File: src/rtl/rx_port_frontend.sv
module rx_port_frontend #(
  parameter int FRAME_LEN = 193,
  localparam int IDX_W = (FRAME_LEN > 1) ? $clog2(FRAME_LEN) : 1
) (
  input  logic             clk,
  input  logic             rst_n,
  input  logic             line_clk,
  input  logic             line_data,
  input  logic             line_sync,
  input  logic             cfg_clk_inv,
  input  logic             cfg_data_inv,
  input  logic             cfg_sync_inv,
  input  logic [1:0]       cfg_sync_dly,
  input  logic             cfg_unchan,
  input  logic             cfg_det_rst,
  output logic             bit_vld,
  output logic             bit_data,
  output logic [IDX_W-1:0] bit_idx,
  output logic             frame_start,
  output logic             det_rst_pulse
);

  localparam logic [IDX_W-1:0] LAST = IDX_W'(FRAME_LEN - 1);

  logic [2:0] meta, syncd;
  logic clk_prev;
  logic sync_d1, sync_d2, sync_half;
  logic det_prev;
  logic zero_now;
  logic [IDX_W-1:0] cnt, next_idx;

  wire rise        = syncd[2] & ~clk_prev;
  wire fall        = ~syncd[2] & clk_prev;
  wire sample_edge = cfg_clk_inv ? fall : rise;
  wire half_edge   = cfg_clk_inv ? rise : fall;
  wire data_eff    = syncd[1] ^ cfg_data_inv;
  wire sync_eff    = syncd[0] ^ cfg_sync_inv;

  always_ff @(posedge clk) begin
    if (!rst_n) begin
      meta     <= '0;
      syncd    <= '0;
      clk_prev <= 1'b0;
    end else begin
      meta     <= {line_clk, line_data, line_sync};
      syncd    <= meta;
      clk_prev <= syncd[2];
    end
  end

  always_comb begin
    unique case (cfg_sync_dly)
      2'b00:   zero_now = sync_eff;
      2'b01:   zero_now = sync_half;
      2'b10:   zero_now = sync_d1;
      default: zero_now = sync_d2;
    endcase
    if (cfg_unchan)
      zero_now = 1'b0;
  end

  assign next_idx = (zero_now || cnt == LAST) ? '0 : cnt + 1'b1;

  always_ff @(posedge clk) begin
    if (!rst_n) begin
      sync_d1   <= 1'b0;
      sync_d2   <= 1'b0;
      sync_half <= 1'b0;
    end else begin
      if (sample_edge) begin
        sync_d1 <= sync_eff;
        sync_d2 <= sync_d1;
      end
      if (half_edge)
        sync_half <= sync_eff;
    end
  end

  always_ff @(posedge clk) begin
    if (!rst_n) begin
      cnt         <= LAST;
      bit_vld     <= 1'b0;
      bit_data    <= 1'b0;
      bit_idx     <= '0;
      frame_start <= 1'b0;
    end else begin
      bit_vld     <= sample_edge;
      frame_start <= sample_edge && !cfg_unchan && next_idx == '0;
      if (sample_edge) begin
        cnt      <= next_idx;
        bit_data <= data_eff;
        bit_idx  <= cfg_unchan ? '0 : next_idx;
      end
    end
  end

  always_ff @(posedge clk) begin
    if (!rst_n) begin
      det_prev      <= 1'b0;
      det_rst_pulse <= 1'b0;
    end else begin
      det_prev      <= cfg_det_rst;
      det_rst_pulse <= det_prev & ~cfg_det_rst;
    end
  end

  AST_STROBE_GAP: assert property (@(posedge clk) disable iff (!rst_n)
    bit_vld |=> !bit_vld);
  AST_HOLD_BETWEEN: assert property (@(posedge clk) disable iff (!rst_n)
    !bit_vld |-> $stable(bit_data) && $stable(bit_idx));
  AST_IDX_RANGE: assert property (@(posedge clk) disable iff (!rst_n)
    bit_idx <= LAST);
  AST_START_AT_ZERO: assert property (@(posedge clk) disable iff (!rst_n)
    frame_start |-> bit_vld && bit_idx == '0);
  AST_UNCHAN_FLAT: assert property (@(posedge clk) disable iff (!rst_n)
    $past(cfg_unchan) |-> !frame_start && (!bit_vld || bit_idx == '0));
  AST_DET_ONESHOT: assert property (@(posedge clk) disable iff (!rst_n)
    det_rst_pulse |=> !det_rst_pulse);
  AST_DET_CAUSE: assert property (@(posedge clk) disable iff (!rst_n)
    det_rst_pulse |-> !$past(cfg_det_rst) && $past(cfg_det_rst, 2));

endmodule

File: config.mk
export PLATFORM = sky130hd
export DESIGN_NAME = rx_port_frontend
export DESIGN_NICKNAME = d
export VERILOG_FILES = /design/src/rtl/rx_port_frontend.sv
export SDC_FILE = /design/constraint.sdc
export NUM_CORES = 1
export LEC_CHECK = 0
export BUFFER_PORTS_ARGS = -buffer_cell sky130_fd_sc_hd__buf_2
export CAP_MARGIN = 40
export CORE_MARGIN = 3
export CORE_UTILIZATION = 59
export DETAILED_ROUTE_END_ITERATION = 8
export GPL_TIMING_DRIVEN = 0
export PLACE_DENSITY = 0.87
export RECOVER_POWER = 100
export SLEW_MARGIN = 10
export SYNTH_ARGS = -nofsm -noshare
export SYNTH_HDL_FRONTEND = slang
export SYNTH_SLANG_ARGS = --single-unit
File: constraint.sdc
create_clock -name clk -period 2.6 [get_ports clk]
set_clock_uncertainty 0.2 [all_clocks]
set_input_delay 0.39 -clock clk [delete_from_list [all_inputs] [get_ports clk]]
set_output_delay 0.39 -clock clk [all_outputs]
set_load 0.01 [all_outputs]
==> results of run 1 <==
## cells by family after synthesis
family	share of synthesized area [%]
AO/OA/AOI/OAI	20.41
XOR/XNOR	4.221
adder cells (fa/ha/maj)	1.722
buffers and inverters	6.202
flip-flops	42.72
multiplexers	0.6891
AND/OR/NAND/NOR	24.03
## sequential cells by signal (all words and copies together) (netlist names)
| register | cells |
|---|---|
| sync_d1 | 1 |
| det_rst_pulse | 1 |
| bit_idx | 8 |
| bit_vld | 1 |
| bit_data | 1 |
| det_prev | 1 |
| cnt | 8 |
| frame_start | 1 |
| meta | 3 |
| clk_prev | 1 |
| sync_half | 1 |
| sync_d2 | 1 |
| syncd | 3 |
## metal layers
| layer | up-vias | share of wire [%] | track usage [%] |
|---|---|---|---|
| li1 | 646 | - | - |
| met1 | 625 | 46 | 28.20 |
| met2 | 58 | 46 | 34.12 |
| met3 | 8 | 6.8 | 5.568 |
| met4 | 0 | 1.4 | 10.07 |
| met5 | - | 0 | 0 |
## through the flow
| stage | std cells | power (mW) | util, % | hold WS (ns) | area [um2] |
|---|---|---|---|---|---|
| 2_1_floorplan | 161 | 0.5511 | - | 0.2118 | 1453 |
| 6_report | 220 | 0.9613 | 72.40 | 0.03624 | 1648 |
| 4_1_cts | 220 | 0.9694 | 74.22 | 0.02260 | 1689 |
| 3_3_place_gp | 212 | 0.5754 | 70.42 | 0.2144 | 1603 |
| 3_5_place_dp | 212 | 0.5793 | 70.42 | 0.2227 | 1603 |
| 5_1_grt | 220 | 0.9905 | 72.40 | 0.02408 | 1648 |
## cells in the mapped netlist (2+ instances only)
cell type	n
ha_1	2
dfxtp_1	31
xnor2_1	5
nand3_1	5
nand4b_1	2
nor2_1	9
a21oi_1	7
o21ai_0	2
buf_2	6
o2bb2ai_1	8
o22ai_1	2
a211o_1	2
inv_1	9
a211oi_1	2
and2_2	2
nand2_1	13
and2_1	7
a31oi_1	4
nand4_1	12
nor2b_1	3
clkbuf_1	2
xor2_1	2
nor3_1	2
## worst min-delay path by stage
stage	startpoint	end	slack [ns]	cells past startpoint
final	cfg_det_rst	det_rst_pulse	0.04	2
after global routing	cfg_det_rst	det_rst_pulse	0.02	2
after CTS	cfg_det_rst	det_rst_pulse	0.02	2
after detailed placement	meta[2]	syncd[2]	0.22	1
after global placement	meta[1]	syncd[1]	0.21	1
after floorplan	meta[0]	syncd[0]	0.21	1
## worst reg2reg max path, stage by stage, from the launching register on
cell	delay, ns
dfxtp_1	0.45
or3b_1	0.42
a211oi_1	0.40
nand3_1	0.36
o2bb2ai_1	0.24
## final cells by class
class                           instances  area, um2  area share, %
Multi-Input combinational cell        111      721.9          43.81
Sequential cell                        31      620.6          37.66
Timing Repair Buffer                   23      98.84          5.998
Clock buffer                            6      51.30          3.113
Buffer                                 10      51.30          3.113
Clock inverter                          2      35.03          2.126
Tap cell                               28      35.03          2.126
Inverter                                9      33.78          2.050
## report_power, final
| group | leakage [nW] | internal [mW] | total, mW | switching [mW] |
|---|---|---|---|---|
| sequential | 0.252 | 0.486 | 0.493 | 0.00765 |
| combinational | 0.309 | 0.0288 | 0.0726 | 0.0438 |
| clock | 0.0482 | 0.227 | 0.395 | 0.168 |
| total | 0.609 | 0.742 | 0.961 | 0.220 |
==> impl_results.md, run 1 <==
* Status: complete, no violations
* Antenna violations before repair at 0
* Cell Chain, Critical Path: or3b_1 -> a211oi_1 -> nand3_1 -> o2bb2ai_1
* DP HPWL at between 2000 and 2500 um
* Hold Vio Cnt, Final at 0
* Routed length per instance at ~15 um
* DIE HEIGHT at between 50 and 60 um
* CTS tree: yes
* CP startpoint: syncd[2]
* Placement Setup Slack at between 0.6 and 0.7 ns
* TNS Setup at 0 ns
* First-pass DRT Iterations at 4
* Async set-or-reset flop fraction in the synthesized netlist at 0%
* Vias per Instance at a little over 6
* Final nets at a little over 200
* RSZ-0062 raised after global routing: false
* Core area at approximately 2300 um2
* Max Cap Violations at 0
* CTS Root Buffer Type: clkbuf_4
* Largest net degree at the start of global routing at 11
* CP max stage delay at 0.45 ns
* Clock insertion delay at the later pin of the skew report at 0.33 ns
* Post-CTS setup buffers at 0
* Crit Path Max Fanout at 8
* Die area at 3094 um2
* IO Pins at 24
* Final period util at 82.34%
* #FFs+latches synth at 31
* Cells on worst reg2reg path at 4
* Commonest cells after routing, fill and taps aside: dfxtp_1, clkbuf_1, buf_2
* Cell row count at 17
* Final setup violation count at 0
* Post-Syn Nets at between 150 and 200
* Reg clk slew, reported paths at ~0.09 ns
* Seq/Total Area, Yosys at 42.72%
* Tmin final at 2.141 ns
* Initial Utilization at between 60% and 70%
* Aggregate global routing overflow at 0
* Netlist cell types at between 40 and 50
* Measured slew at the worst slew-check pin at 0.5713 ns
* Post_cts resized at 0
* # DRC at 0
* RePlAce Congestion at 0.8364
* Routed Antenna Nets at 0
* Static Leak at slightly above 0.6 nW
* Delay-heaviest family, CP: simple AND/OR/NAND/NOR gates
* Synth top area share at between 40% and 50%
* Critical path class: reg -> reg
* Share of cells above drive strength 1 at 14.58%
* Global-route wire length before repair at 5492 um
* Worst reg2reg setup slack at ~0.46 ns
* Top FF cell, synth: dfxtp_1
* Total routed wirelength at approximately 3200 um
* Most common cell after layout, fill and taps aside: dfxtp_1
* Synthesis warning total at 0
* Area contributors post-synth: dfxtp_1, nand4_1, o2bb2ai_1
* IO Port Bufs at 23
* Total CTS buffers at 5
* Hold crit path type: in -> reg
* Vias in the first global route at around 1300
* Worst Path Required at approximately 2.6 ns
* Arrival time at the worst endpoint at 2.19 ns
* PnR worst setup slack at between 0.4 and 0.5 ns
* Max clock buf depth at 2
* Reg-to-Reg End: bit_idx[2]
* Clock sink total at 31
* Reg2Reg Launch Point: syncd[2]
* H-tree levels at 2
* Slew Viols, Final at 0
* Die width at 55.62 um
* Pwr dens at slightly below 600 nW/um2
* CP endpoint kind: flop
* Cell accounting for the most synthesized area: dfxtp_1
* CTS Hold Bufs at 0
* Cell count along the critical path at 4
* Critical path startpoint category: flop
* Area Overhead vs Synth at 13.44%
* Slew margin rel. at approximately three fifths
* Iteration-0 DRC Markers at 37
* Synthesized instance count at approximately 160
* Total GRT Usage at a little over a fifth
* WP buf/inv at 0
* Maximum VDD drop at roughly 500 uV
* Filler instances at around 170
* Inserted Diodes at 0
* Cell area after synthesis at roughly 1500 um2
* Setup crit end: bit_idx[2]
* Via Count at 1337
* Max frequency at approximately 470 MHz
* CP max-delay cell: dfxtp_1
* Mean Syn Cell Area at 9.023 um2
* Post-synth EDFFs at 0
Power figures use the tool's default switching activity.
==> run 2, diff against run 1 <==
--- a/config.mk
+++ b/config.mk
@@ -8,10 +8,10 @@
 export BUFFER_PORTS_ARGS = -buffer_cell sky130_fd_sc_hd__buf_2
 export CAP_MARGIN = 40
 export CORE_MARGIN = 3
-export CORE_UTILIZATION = 59
+export CORE_UTILIZATION = 54
 export DETAILED_ROUTE_END_ITERATION = 8
 export GPL_TIMING_DRIVEN = 0
-export PLACE_DENSITY = 0.87
+export PLACE_DENSITY = 0.81
 export RECOVER_POWER = 100
 export SLEW_MARGIN = 10
 export SYNTH_ARGS = -nofsm -noshare
==> constraint.sdc (replaced) <==
create_clock -name clk -period 2.2 [get_ports clk]
set_clock_uncertainty 0.2 [all_clocks]
set_input_delay 0.33 -clock clk [delete_from_list [all_inputs] [get_ports clk]]
set_output_delay 0.33 -clock clk [all_outputs]
set_load 0.01 [all_outputs]
==> impl_results.md, run 2 (same netlist as run 1, synthesis figures left out) <==
* Critical path class: reg -> reg (unchanged)
* TNS Setup at 0 ns (unchanged)
* Max Cap Violations at 0 (unchanged)
* CTS Root Buffer Type: clkbuf_4 (unchanged)
* Status: complete, no violations (unchanged)
* Cell row count at 18 (was 17)
* Tmin final at 2.017 ns (was 2.141 ns)
* IO Port Bufs at 23 (unchanged)
* Max frequency at 495.8 MHz (was 467.1 MHz)
* Initial Utilization at 57.59% (was 63.83%)
* Share of cells above drive strength 1 at 16.84% (was 14.58%)
* Hold crit path type: in -> reg (unchanged)
* Most common cell after layout, fill and taps aside: dfxtp_1 (unchanged)
* Area Overhead vs Synth at 17.05% (was 13.44%)
* Critical path startpoint category: flop (unchanged)
* Routed length per instance at 13.91 um (was 14.60 um)
* Max clock buf depth at 2 (unchanged)
* DP HPWL at 2223 um (was 2249 um)
* Aggregate global routing overflow at 0 (unchanged)
* Antenna violations before repair at 0 (unchanged)
* Final nets at 209 (was 205)
* Slew Viols, Final at 0 (unchanged)
* Largest net degree at the start of global routing at 11 (unchanged)
* Pwr dens at 668.8 nW/um2 (was 583.4 nW/um2)
* Filler instances at 219 (was 173)
* Hold Vio Cnt, Final at 0 (unchanged)
* Die area at 3348 um2 (was 3094 um2)
* Measured slew at the worst slew-check pin at 0.4657 ns (was 0.5713 ns)
* First-pass DRT Iterations at 4 (unchanged)
* Worst Path Required at 2.24 ns (was 2.64 ns)
* Vias per Instance at 5.823 (was 6.077)
* IO Pins at 24 (unchanged)
* H-tree levels at 2 (unchanged)
* Clock insertion delay at the later pin of the skew report at 0.34 ns (was 0.33 ns)
* Total power at 1.137 mW (was 961.3 uW)
* Iteration-0 DRC Markers at 57 (was 37)
* Total CTS buffers at 5 (unchanged)
* Total GRT Usage at 21.80% (was 21.85%)
* Final setup violation count at 0 (unchanged)
* Inserted Diodes at 0 (unchanged)
* Arrival time at the worst endpoint at 2.06 ns (was 2.19 ns)
* Post-CTS setup buffers at 0 (unchanged)
* Maximum VDD drop at 584.2 uV (was 506.2 uV)
* Global-route wire length before repair at 5506 um (was 5492 um)
* Largest regs: bit_idx (8), cnt (8) (unchanged)
* Slew margin rel. at 68.84% (was 61.77%)
* Reg clk slew, reported paths at 0.10 ns (was 0.09 ns)
* Core area at 2522 um2 (was 2276 um2)
* CTS tree: yes (unchanged)
* Die width at 57.87 um (was 55.62 um)
* Clock sink total at 31 (unchanged)
* Crit Path Max Fanout at 8 (unchanged)
* Final period util at 91.68% (was 82.34%)
* RePlAce Congestion at 0.8985 (was 0.8364)
* Routed Antenna Nets at 0 (unchanged)
* Via Count at 1316 (was 1337)
* Vias in the first global route at 1224 (was 1319)
* Static Leak at 0.6341 nW (was 0.6088 nW)
* CP endpoint kind: flop (unchanged)
* # DRC at 0 (unchanged)
* RSZ-0062 raised after global routing: false (unchanged)
* Total routed wirelength at 3143 um (was 3212 um)
* Commonest cells after routing, fill and taps aside: dfxtp_1, buf_2, clkbuf_1 (was dfxtp_1, clkbuf_1, buf_2)
* DIE HEIGHT at 57.87 um (was 55.62 um)
run 2: stage by stage:
step                hold WS (ns)  util [%]  cells  cell area (um2)  worst slack [ns]
finish                   0.05402     67.41    226             1700            0.1831
global route             0.06579     67.41    226             1700           0.05427
CTS                      0.04580     68.65    226             1732            0.1749
detailed placement        0.2209     63.64    214             1605            0.2032
global placement          0.2157     63.64    214             1605            0.2544
floorplan                 0.2061         -    161             1453            0.4531
run 2: path summary, 6_finish.rpt:
| check | startpoint | endpoint | slack, ns | cells past startpoint |
|---|---|---|---|---|
| max | cnt[0] | frame_start | 0.18 | 6 |
| min reg2reg | meta[0] | syncd[0] | 0.24 | 1 |
| min | rst_n | cnt[6] | 0.05 | 2 |
| max reg2reg | cnt[0] | frame_start | 0.18 | 6 |
run 2: timing repair:
item	CTS	global route
hold buffers	4	0
endpoints found under the hold margin	5	0
resized for setup	0	1
endpoints found under the setup margin	0	1
run 2: worst max-delay path: stages (launching register included):
cell and delay (ns):
dfxtp_1 0.48, ha_1 0.19, clkbuf_1 0.31, a211o_1 0.18, a21oi_1 0.06, o2111a_1 0.25, a32o_2 0.26
run 2: layout make-up:
cell class | count | area (um2) | area share (%)
clock buffers | 6 | 51.30 | 3.017
plain buffers | 10 | 50.05 | 2.943
clock inverters | 2 | 35.03 | 2.060
repair buffers | 27 | 140.1 | 8.241
inverters | 9 | 33.78 | 1.987
multi-input cells | 111 | 732.0 | 43.05
flip-flops and latches | 31 | 620.6 | 36.50
well taps | 30 | 37.54 | 2.208
run 2: power breakdown:
part | internal (mW) | switching [mW] | leakage [nW] | total, mW
Combinational | 0.0373 | 0.0503 | 0.334 | 0.0876
Sequential | 0.574 | 0.00862 | 0.252 | 0.582
Clock | 0.268 | 0.199 | 0.0482 | 0.467
run 2: layer usage:
metal | share of wire (%) | vias up | GRT usage (%)
met3 | 8.1 | 5 | 8.018
met1 | 45 | 610 | 26.50
met5 | 0 | - | 0
met4 | 1.1 | 0 | 7.947
met2 | 46 | 51 | 35.32
li1 | - | 650 | -
==> run 3, diff against run 2 <==
--- a/config.mk
+++ b/config.mk
@@ -7,6 +7,7 @@
 export LEC_CHECK = 0
 export BUFFER_PORTS_ARGS = -buffer_cell sky130_fd_sc_hd__buf_2
 export CAP_MARGIN = 40
+export CORE_ASPECT_RATIO = 0.75
 export CORE_MARGIN = 3
 export CORE_UTILIZATION = 54
 export DETAILED_ROUTE_END_ITERATION = 8
==> impl_results.md, run 3 (same netlist as run 1, synthesis figures left out) <==
* Antenna violations before repair at 0 (unchanged)
* Largest regs: bit_idx (8), cnt (8) (unchanged)
* Reg clk slew, reported paths at 0.10 ns (about the same)
* Reg-to-Reg End: frame_start (unchanged)
* CTS tree: yes (unchanged)
* Global-route wire length before repair at 5678 um (was 5506 um)
* Total routed wirelength at 3437 um (was 3143 um)
* Aggregate global routing overflow at 0 (unchanged)
* Routed Antenna Nets at 0 (unchanged)
* Critical path startpoint category: flop (unchanged)
* TNS Setup at 0 ns (unchanged)
* Tmin final at 2.023 ns (was 2.017 ns)
* Final period util at 91.94% (was 91.68%)
* Max Cap Violations at 0 (unchanged)
* Final nets at 209 (unchanged)
* Arrival time at the worst endpoint at 2.07 ns (was 2.06 ns)
* Commonest cells after routing, fill and taps aside: dfxtp_1, buf_2, clkbuf_1 (unchanged)
* Inserted Diodes at 0 (unchanged)
* Cell Int Power at 758.8 uW (was 879.4 uW)
* Clock power share at 33.6% (was 41.1%)
* Maximum VDD drop at 389.2 uV (was 584.2 uV)
* Worst reg2reg setup slack at 0.18 ns (about the same)
* Vias per Instance at 5.825 (was 5.823)
* Cell row count at 15 (was 18)
* Switching Fraction at 25.31% (was 22.68%)
* Iteration-0 DRC Markers at 110 (was 57)
* CP endpoint kind: flop (unchanged)
* RePlAce Congestion at 0.9079 (was 0.8985)
* Area Overhead vs Synth at 15.33% (was 17.05%)
* Die width at 65.89 um (was 57.87 um)
* Gate power share at 9.0% (was 7.7%)
* Reg2Reg Launch Point: cnt[0] (unchanged)
* Sequential power share at 57.4% (was 51.2%)
* Slew Viols, Final at 0 (unchanged)
* Hold crit path type: in -> reg (unchanged)
* H-tree levels at 2 (unchanged)
* IO Pins at 24 (unchanged)
* Total CTS buffers at 5 (unchanged)
* Status: complete, no violations (unchanged)
* Hold Vio Cnt, Final at 0 (unchanged)
* Post-CTS setup buffers at 0 (unchanged)
* Most common cell after layout, fill and taps aside: dfxtp_1 (unchanged)
* NetSw at 257.1 uW (was 257.9 uW)
* Final setup violation count at 0 (unchanged)
* Slew margin rel. at 60.67% (was 68.84%)
* Max frequency at 494.4 MHz (was 495.8 MHz)
* Die area at 3355 um2 (was 3348 um2)
* Fin util at 69.20% (was 67.41%)
* Clock sink total at 31 (unchanged)
* Clock insertion delay at the later pin of the skew report at 0.34 ns (about the same)
* RSZ-0062 raised after global routing: false (unchanged)
* Hold slack final at 0.03497 ns (was 0.05402 ns)
* DP HPWL at 2412 um (was 2223 um)
* CP startpoint: cnt[0] (unchanged)
* Static Leak at 0.6207 nW (was 0.6341 nW)
* # DRC at 0 (unchanged)
* Initial Utilization at 60.00% (was 57.59%)
* Setup crit end: frame_start (unchanged)
* Largest net degree at the start of global routing at 11 (unchanged)
* Total GRT Usage at 22.87% (was 21.80%)
* Worst Path Required at 2.25 ns (was 2.24 ns)
* IO Port Bufs at 23 (unchanged)
* DIE HEIGHT at 50.92 um (was 57.87 um)
* Measured slew at the worst slew-check pin at 0.5877 ns (was 0.4657 ns)
* Vias in the first global route at 1238 (was 1224)
* First-pass DRT Iterations at 4 (unchanged)
* Pwr dens at 606.4 nW/um2 (was 668.8 nW/um2)
* Cells on worst reg2reg path at 6 (unchanged)
* CTS Root Buffer Type: clkbuf_4 (unchanged)
* Via Count at 1334 (was 1316)
* Core area at 2421 um2 (was 2522 um2)
* Crit Path Max Fanout at 8 (unchanged)
* Share of cells above drive strength 1 at 16.41% (was 16.84%)
* Routed length per instance at 15.01 um (was 13.91 um)
* Critical path class: reg -> reg (unchanged)
* Max clock buf depth at 2 (unchanged)
## run 3: cell count changes in the layout (fill, tap and decap cells not counted), sizes merged
cell | previous run | this run
bufinv | 1 | 0
## run 3: worst min path at each step
stage | cells after the start | endpoint | start
final | 2 | cnt[6] | rst_n
after CTS | 2 | cnt[6] | rst_n
after global placement | 1 | syncd[1] | meta[1]
after detailed placement | 1 | syncd[1] | meta[1]
after floorplan | 1 | det_rst_pulse | cfg_det_rst
after global routing | 2 | cnt[6] | rst_n
## run 3: metrics by stage
step / area [um2] / setup slack, ns / std cells / total power [mW]
detailed placement: 1610 / 0.1896 / 218 / 0.6857
global route: 1675 / 0.02232 / 229 / 1.058
global placement: 1610 / 0.2544 / 218 / 0.6804
finish: 1675 / 0.1772 / 229 / 1.016
floorplan: 1453 / 0.4531 / 161 / 0.6512
CTS: 1707 / 0.1499 / 229 / 1.022
## run 3: timing repair
| action | in CTS | in global routing |
|---|---|---|
| hold endpoints to repair | 4 | 0 |
| hold buffers | 4 | 0 |
| endpoints found under the setup margin | 0 | 1 |
| gates resized for setup | 0 | 1 |
## run 3: layout make-up
type | count | area, um2
repair buffers | 27 | 140.1
inverters | 9 | 33.78
well taps | 34 | 42.54
multi-input cells | 111 | 732.0
flip-flops and latches | 31 | 620.6
clock inverters | 1 | 5.005
fillers | 208 | 745.7
clock buffers | 6 | 51.30
plain buffers | 10 | 50.05
## run 3: power groups by stage
| stage | clock network [mW] | logic (mW) | registers (mW) |
|---|---|---|---|
| 3_5_place_dp | 0 | 0.0895 | 0.596 |
| 5_1_grt | 0.373 | 0.0987 | 0.586 |
| 2_1_floorplan | 0 | 0.0565 | 0.595 |
| 4_1_cts | 0.344 | 0.0950 | 0.583 |
| 3_3_place_gp | 0 | 0.0854 | 0.595 |
| 6_report | 0.341 | 0.0911 | 0.584 |
## run 3: worst max-delay path: stages, from the launching register on
cell	delay (ns)
dfxtp_1	0.47
ha_1	0.20
clkbuf_1	0.30
a211o_1	0.18
a21oi_1	0.06
o2111a_1	0.24
a32o_2	0.26
## run 3: routing by layer
metal / track usage (%) / wire, um
met5: 0 / 0
met4: 12.41 / 63
met3: 5.495 / 292
met2: 34.61 / 1521
met1: 29.89 / 1559
